File: src/rtl/ise_pkg.sv
package ise_pkg;
  typedef enum logic [2:0] {
    K_NONE = 3'd0,
    K_RST  = 3'd1,
    K_NMI  = 3'd2,
    K_IRQ  = 3'd3,
    K_BRK  = 3'd4
  } kind_t;

  typedef enum logic [2:0] {
    S_IDLE = 3'd0,
    S_PCH  = 3'd1,
    S_PCL  = 3'd2,
    S_PST  = 3'd3,
    S_VLO  = 3'd4,
    S_VHI  = 3'd5,
    S_DONE = 3'd6
  } state_t;
endpackage

File: src/rtl/ise_nmi_edge.sv
module ise_nmi_edge (
  input  logic clk,
  input  logic rst_n,
  input  logic nmi_n,
  input  logic clr,
  output logic req
);
  logic prev_q, prev_n;
  logic pend_q, pend_n;
  logic fall;

  assign fall = prev_q & ~nmi_n;
  assign req  = pend_q | fall;

  always_comb begin
    prev_n = nmi_n;
    pend_n = clr ? 1'b0 : (pend_q | fall);
  end

  always_ff @(posedge clk or negedge rst_n) begin
    if (!rst_n) begin
      prev_q <= 1'b1;
      pend_q <= 1'b0;
    end else begin
      prev_q <= prev_n;
      pend_q <= pend_n;
    end
  end

  AST_EDGE_KEPT: assert property (@(posedge clk) disable iff (!rst_n)
    (fall && !clr) |=> pend_q);
  AST_LEVEL_ONCE: assert property (@(posedge clk) disable iff (!rst_n)
    (!prev_q && !pend_q) |-> !req);
endmodule

File: src/rtl/ise_arbiter.sv
module ise_arbiter
  import ise_pkg::*;
#(
  parameter int IFLAG_BIT = 2
) (
  input  logic       reset_req,
  input  logic       nmi_req,
  input  logic       irq_n,
  input  logic       brk_req,
  input  logic [7:0] status_in,
  output kind_t      kind
);
  logic irq_ok;
  assign irq_ok = ~irq_n & ~status_in[IFLAG_BIT];

  always_comb begin
    if (reset_req)    kind = K_RST;
    else if (nmi_req) kind = K_NMI;
    else if (irq_ok)  kind = K_IRQ;
    else if (brk_req) kind = K_BRK;
    else              kind = K_NONE;
  end
endmodule

File: src/rtl/ise_bus_drv.sv
module ise_bus_drv
  import ise_pkg::*;
#(
  parameter int          ADDR_W     = 16,
  parameter int          DATA_W     = 8,
  parameter int          BRK_BIT    = 4,
  parameter logic [7:0]  STACK_PAGE = 8'h01
) (
  input  logic              clk,
  input  logic              rst_n,
  input  state_t            state,
  input  kind_t             kind,
  input  logic [7:0]        sp,
  input  logic [ADDR_W-1:0] pc,
  input  logic [DATA_W-1:0] stat,
  input  logic [ADDR_W-1:0] vec,
  output logic [ADDR_W-1:0] mem_addr,
  output logic [DATA_W-1:0] mem_wdata,
  output logic              mem_we,
  output logic              mem_re
);
  localparam int PAGE_W = ADDR_W - 8;
  localparam logic [ADDR_W-1:0] ONE = 1;

  logic [DATA_W-1:0] stat_push;

  always_comb begin
    stat_push          = stat;
    stat_push[BRK_BIT] = (kind == K_BRK);
  end

  always_comb begin
    mem_addr  = '0;
    mem_wdata = '0;
    mem_we    = 1'b0;
    mem_re    = 1'b0;
    case (state)
      S_PCH: begin
        mem_we    = 1'b1;
        mem_addr  = {PAGE_W'(STACK_PAGE), sp};
        mem_wdata = pc[ADDR_W-1 -: DATA_W];
      end
      S_PCL: begin
        mem_we    = 1'b1;
        mem_addr  = {PAGE_W'(STACK_PAGE), sp};
        mem_wdata = pc[DATA_W-1:0];
      end
      S_PST: begin
        mem_we    = 1'b1;
        mem_addr  = {PAGE_W'(STACK_PAGE), sp};
        mem_wdata = stat_push;
      end
      S_VLO: begin
        mem_re   = 1'b1;
        mem_addr = vec;
      end
      S_VHI: begin
        mem_re   = 1'b1;
        mem_addr = vec + ONE;
      end
      default: ;
    endcase
  end

  AST_WR_PAGE: assert property (@(posedge clk) disable iff (!rst_n)
    mem_we |-> (mem_addr[ADDR_W-1:8] == PAGE_W'(STACK_PAGE)));
  AST_RD_PAIR: assert property (@(posedge clk) disable iff (!rst_n)
    (state == S_VLO) |=> (mem_re && mem_addr == $past(mem_addr) + ONE));
endmodule

File: src/rtl/irq_entry_seq.sv
module irq_entry_seq
  import ise_pkg::*;
#(
  parameter int             ADDR_W    = 16,
  parameter int             DATA_W    = 8,
  parameter int             IFLAG_BIT = 2,
  parameter int             BRK_BIT   = 4,
  parameter logic [7:0]     STACK_PAGE = 8'h01,
  parameter logic [15:0]    VEC_NMI   = 16'hFFFA,
  parameter logic [15:0]    VEC_RST   = 16'hFFFC,
  parameter logic [15:0]    VEC_IRQ   = 16'hFFFE
) (
  input  logic              clk,
  input  logic              rst_n,
  input  logic              reset_req,
  input  logic              nmi_n,
  input  logic              irq_n,
  input  logic              brk_req,
  input  logic [ADDR_W-1:0] pc_in,
  input  logic [DATA_W-1:0] status_in,
  input  logic [7:0]        sp_in,
  input  logic [DATA_W-1:0] mem_rdata,
  output logic [ADDR_W-1:0] mem_addr,
  output logic [DATA_W-1:0] mem_wdata,
  output logic              mem_we,
  output logic              mem_re,
  output logic [7:0]        sp_out,
  output logic [DATA_W-1:0] status_out,
  output logic [ADDR_W-1:0] pc_new,
  output logic              pc_valid,
  output logic              busy
);
  localparam int LO_W = DATA_W;

  state_t            st_q, st_n;
  kind_t             kind_q, kind_n, kind_arb;
  logic [ADDR_W-1:0] pc_q, pc_n;
  logic [ADDR_W-1:0] vec_q, vec_n;
  logic [7:0]        sp_q, sp_n;
  logic [DATA_W-1:0] stat_q, stat_n;
  logic              nmi_req, nmi_clr, idle;

  assign idle    = (st_q == S_IDLE);
  assign nmi_clr = idle & ((kind_arb == K_NMI) | (kind_arb == K_RST));

  ise_nmi_edge u_edge (
    .clk   (clk),
    .rst_n (rst_n),
    .nmi_n (nmi_n),
    .clr   (nmi_clr),
    .req   (nmi_req)
  );

  ise_arbiter #(.IFLAG_BIT(IFLAG_BIT)) u_arb (
    .reset_req (reset_req),
    .nmi_req   (nmi_req),
    .irq_n     (irq_n),
    .brk_req   (brk_req),
    .status_in (status_in),
    .kind      (kind_arb)
  );

  function automatic logic [ADDR_W-1:0] vec_of(kind_t k);
    case (k)
      K_RST:   vec_of = ADDR_W'(VEC_RST);
      K_NMI:   vec_of = ADDR_W'(VEC_NMI);
      default: vec_of = ADDR_W'(VEC_IRQ);
    endcase
  endfunction

  always_comb begin
    st_n   = st_q;
    kind_n = kind_q;
    pc_n   = pc_q;
    vec_n  = vec_q;
    sp_n   = sp_q;
    stat_n = stat_q;
    case (st_q)
      S_IDLE: begin
        if (kind_arb != K_NONE) begin
          kind_n = kind_arb;
          pc_n   = pc_in;
          sp_n   = sp_in;
          stat_n = status_in;
          vec_n  = vec_of(kind_arb);
          if (kind_arb == K_RST) begin
            stat_n[IFLAG_BIT] = 1'b1;
            st_n = S_VLO;
          end else begin
            st_n = S_PCH;
          end
        end
      end
      S_PCH: begin
        sp_n = sp_q - 8'd1;
        st_n = S_PCL;
      end
      S_PCL: begin
        sp_n = sp_q - 8'd1;
        st_n = S_PST;
      end
      S_PST: begin
        sp_n = sp_q - 8'd1;
        stat_n[IFLAG_BIT] = 1'b1;
        st_n = S_VLO;
      end
      S_VLO: begin
        pc_n[LO_W-1:0] = mem_rdata;
        st_n = S_VHI;
      end
      S_VHI: begin
        pc_n[ADDR_W-1:LO_W] = mem_rdata;
        st_n = S_DONE;
      end
      S_DONE: st_n = S_IDLE;
      default: st_n = S_IDLE;
    endcase
  end

  always_ff @(posedge clk or negedge rst_n) begin
    if (!rst_n) begin
      st_q   <= S_IDLE;
      kind_q <= K_NONE;
      pc_q   <= '0;
      vec_q  <= '0;
      sp_q   <= '0;
      stat_q <= '0;
    end else begin
      st_q   <= st_n;
      kind_q <= kind_n;
      pc_q   <= pc_n;
      vec_q  <= vec_n;
      sp_q   <= sp_n;
      stat_q <= stat_n;
    end
  end

  ise_bus_drv #(
    .ADDR_W(ADDR_W), .DATA_W(DATA_W), .BRK_BIT(BRK_BIT), .STACK_PAGE(STACK_PAGE)
  ) u_bus (
    .clk       (clk),
    .rst_n     (rst_n),
    .state     (st_q),
    .kind      (kind_q),
    .sp        (sp_q),
    .pc        (pc_q),
    .stat      (stat_q),
    .vec       (vec_q),
    .mem_addr  (mem_addr),
    .mem_wdata (mem_wdata),
    .mem_we    (mem_we),
    .mem_re    (mem_re)
  );

  assign pc_valid   = (st_q == S_DONE);
  assign pc_new     = pc_q;
  assign sp_out     = sp_q;
  assign status_out = stat_q;
  assign busy       = ~idle;

  AST_ONE_STROBE: assert property (@(posedge clk) disable iff (!rst_n)
    !(mem_we && mem_re));
  AST_PV_PULSE: assert property (@(posedge clk) disable iff (!rst_n)
    pc_valid |=> !pc_valid);
  AST_PV_AFTER_READ: assert property (@(posedge clk) disable iff (!rst_n)
    pc_valid |-> $past(mem_re));
  AST_PV_IFLAG: assert property (@(posedge clk) disable iff (!rst_n)
    pc_valid |-> status_out[IFLAG_BIT]);
  AST_SP_STEP: assert property (@(posedge clk) disable iff (!rst_n)
    mem_we |=> (sp_out == $past(sp_out) - 8'd1));
  AST_RST_NOWR: assert property (@(posedge clk) disable iff (!rst_n)
    (idle && reset_req) |=> !mem_we);
endmodule

File: config.mk
export PLATFORM = sky130hd
export DESIGN_NAME = irq_entry_seq
export DESIGN_NICKNAME = d
export VERILOG_FILES = /design/src/rtl/ise_pkg.sv /design/src/rtl/ise_nmi_edge.sv /design/src/rtl/ise_arbiter.sv /design/src/rtl/ise_bus_drv.sv /design/src/rtl/irq_entry_seq.sv
export SDC_FILE = /design/constraint.sdc
export NUM_CORES = 1
export LEC_CHECK = 0
export BUFFER_PORTS_ARGS = -buffer_cell sky130_fd_sc_hd__buf_2
export CAP_MARGIN = 40
export CORE_UTILIZATION = 30
export DETAILED_ROUTE_END_ITERATION = 8
export PLACE_DENSITY = 0.62
export SLEW_MARGIN = 20
export SYNTH_ARGS = -nofsm -noshare
export SYNTH_HDL_FRONTEND = slang
export SYNTH_HIERARCHICAL = 1
export SYNTH_SLANG_ARGS = --single-unit
File: constraint.sdc
create_clock -name clk -period 2.68 [get_ports clk]
set_input_delay 0.134 -clock clk [delete_from_list [all_inputs] [get_ports clk]]
set_output_delay 0.134 -clock clk [all_outputs]
set_load 0.005 [all_outputs]
==> run_results.csv <==
group,metric,value,unit
drt,via_per_inst,5.01,
synthesis,ys.flop_type,"dfrtp_1",
setup_path,required,2.83,ns
setup_path,worstPathArrival,2.41,ns
setup_path,r2r_start,"u_edge/prev_q",
setup_path,cp_max_fo,28,
placed_design,hpwlAfterDp,5.66,mm
global_route,grt_antenna_before_repair,0,
setup_path,cp-startpoint,"nmi_n",
layout,final_area,3620,µm²
floorplan,die_width,99.1,µm
layout,n_antenna_cell,0,
sta,min_period_over_period,84.3,%
setup_path,start_kind,"input port",
clocking,insertion_delay,0.29,ns
clocking,clock_sinks,43,
sta,fin_skew,0.00746,ns
synthesis,ys_seq_area_share,38.1,%
drt,drc,0,
sta,max-slew-margin-rel,54.6,%
drt,final_antenna_net_count,0,
synthesis,synth_cell_types,61,
sta,slew_violations,0,
sta,grt_setup_unrepaired,"no",
global_route,grt_overflow,0,
global_route,grt_first_pass_wirelength,12.3,mm
floorplan,row_count,35,
placed_design,place_congestion,0.777,
sta,hold_violations,0,
clocking,clkSlewWorstSetupHoldPaths,0.08,ns
drt,drt-pass1-iter-count,4,
layout,n_fill_cell,960,
layout,syn_to_final_growth,28.0,%
floorplan,dieHeight,99.1,µm
sta,period_needed,2.26,ns
global_route,globalRouteTotalUtil,15.5,%
hold_path,worstHoldStart,"status_in[0]",
floorplan,die-area,9810,µm²
flow_run,cap_violations,0,
run_status,status,"complete, no violations",
drt,wl_per_cell,14.0,µm
synthesis,yosysTopAreaCellShare,37.2,%
synthesis,synth_edf_count,0,
global_route,first_global_vias,2615,
pwr,power_leakage,1.82,nW
clocking,cts_tree,"done",
clocking,cts_inserted_buffers,5,
synthesis,synthCells,314,
synthesis,syn_area,2830,µm²
synthesis,synthArstFlopShare,100,%
floorplan,core_area,9200,µm²
clocking,h-tree-depth,2,
synthesis,ys_seq_elements,43,
setup_path,crit_path_end_kind,"flip-flop",
synthesis,yosysWarnings,6,
placed_design,portBuffers,105,
clocking,cts_root_buf,"clkbuf_8",
global_route,grt_max_degree,31,
pwr,powerDensity,1190,nW/µm²
drt,drt_iter0_markers,95,
sta,tightestPinTransition,0.679,ns
hold_path,hold_class,"input port to flip-flop",
clocking,cts-resized-gates,0,
sta,setup_viol,0,
synthesis,synth_top_area_cell,"dfrtp_1",
sta,fin_setup_tns,0,ns
setup_path,worstSetupPathType,"input port to flip-flop",
synthesis,synth.avg_cell_area,9.00,µm²
floorplan,initial_core_util,30.7,%
placed_design,post_dp_cell_area,3480,µm²
clocking,clock_path_buffers,2,
drt,dr_total_vias,2698,
layout,layout.nets,474,
drt,routed_wl,7.54,mm
layout,layout-drive-gt1-share,34.0,%
floorplan,io_pins,106,
sta,fmax,442,MHz
pwr,peakVddDrop,0.475,mV
synthesis,synth_area_leaders,"dfrtp_1, nand2_1, mux2i_1",
-- synthesized netlist by cell type, types with 2 or more instances --
master    number
a21oi_1       15
mux2_1         8
a211oi_1       2
o22ai_1        3
nor2_1        32
buf_2          6
o21ai_0       12
a221o_1        6
nand4_1        6
a22oi_1        7
nor2b_1        2
clkbuf_1       5
nor3_4         2
ha_1           2
nand3_1        7
dfrtp_1       42
o221a_1        2
nor4_2         3
nand2_1       50
o21ai_1        9
inv_1          6
nand2b_1       3
nor3b_1        4
nor3_1         7
nor2_2         2
o21ba_1        2
nor4_1         4
mux2i_1       13
nand4_2        2
nand3b_1       3
buf_6          3
and3b_1        2
xnor2_1       12
xor2_1         3
-- cell type report --
class / instances / area (µm²) / share of cell area, %
multi-input combinational: 251 / 1610 / 44.6
tap: 111 / 139 / 3.84
clock inverter: 2 / 38.8 / 1.07
timing repair buffer: 118 / 641 / 17.7
sequential: 43 / 1080 / 29.8
clock buffer: 6 / 82.6 / 2.28
inverter: 7 / 26.3 / 0.726
-- state kept, by name, indices dropped and copies added (netlist names) --
name and flops:
u_edge/prev_q 1, status_out 8, u_edge/pend_q 1, kind_q 3, pc_new 16, sp_out 8
st_q 3, vec_q 3
-- routing by layer --
layer | global-route usage (%) | share of wire [%] | up-vias
li1 | - | - | 1341
met1 | 20.5 | 47 | 1283
met2 | 26.5 | 48 | 72
met3 | 3.26 | 4.7 | 2
met4 | 2.94 | 0.42 | 0
met5 | 0 | 0 | -
-- timing repair --
| item | CTS | global route |
|---|---|---|
| setup buffers | 0 | 0 |
| endpoints found under the hold margin | 15 | 0 |
| hold buffers | 2 | 0 |
-- final timing paths --
kind / endpoint / slack [ns] / cells after the start
hold / removal: status_out[0] / 0.03 / 3
max in group asynchronous: pc_new[8] / 1.69 / 3
hold reg to reg: kind_q[2] / 0.48 / 2
setup reg to reg: pc_new[11] / 0.44 / 9
setup / recovery: pc_new[11] / 0.42 / 11
min in group asynchronous: kind_q[2] / 0.29 / 2
-- kinds of logic (layout without fill, tap and decap cells) --
logic type,after synthesis,in the layout,synth area share (%)
simple gates,140,140,27.0
compound gates,67,67,15.9
flops,43,43,38.1
buf+inv,25,133,5.49
mux,21,21,7.79
xor+xnor,15,15,4.65
fa+ha+maj,2,2,0.885
other cells,1,6,0.133
-- power breakdown --
| part | internal (mW) | total (mW) | switching (mW) |
|---|---|---|---|
| clock network | 0.307 | 0.538 | 0.231 |
| logic | 1.18 | 2.49 | 1.31 |
| registers | 0.963 | 1.29 | 0.323 |
| total | 2.45 | 4.31 | 1.87 |
-- stage by stage --
stage               total power, mW  cells  util [%]  setup WS [ns]  hold WS [ns]
floorplan                      2.93    319         -          0.620        -0.162
global placement               3.74    528      37.8          0.549        0.0754
detailed placement             3.81    528      37.8          0.445        0.0851
CTS                            4.36    538      39.3          0.392        0.0228
global route                   4.72    538      39.3          0.211        0.0358
finish                         4.31    538      39.3          0.420        0.0347
-- cell usage in the layout, fill, tap and decap left out, types with 2 or more instances in the layout --
cell type      synthesis  layout
nand4_2                2       2
inv_1                  6       6
conb_1                 1       6
nor2_2                 2       2
nand2b_1               3       3
ha_1                   2       2
nor3b_1                4       4
xnor2_1               12      12
nor3_1                 7       7
nand3_1                7       7
nor4_1                 4       4
a21oi_1               15      15
nor4_2                 3       3
mux2_1                 8       8
and3b_1                2       2
o221a_1                2       2
nand2_1               50      50
dlygate4sd3_1          0       2
buf_4                  1      10
nor3_4                 2       2
o21ai_1                9       9
o21ba_1                2       2
xor2_1                 3       3
a211oi_1               2       2
nor2_1                32      32
dfrtp_1               42      41
buf_2                  6     105
a22oi_1                7       7
nand3b_1               3       3
o21ai_0               12      12
nand4_1                6       6
mux2i_1               13      13
o22ai_1                3       3
clkbuf_8               0       6
a221o_1                6       6
nor2b_1                2       2
-- critical path: stages --
cell           delay (ns)
dlygate4sd3_1        0.53
buf_2                0.13
nand2b_4             0.14
nand2_1              0.08
o21ba_1              0.15
and3b_1              0.27
nor3_4               0.26
nand2b_1             0.19
buf_12               0.21
mux2i_1              0.22
a21oi_1              0.08
(Power assumes the default switching activity.)
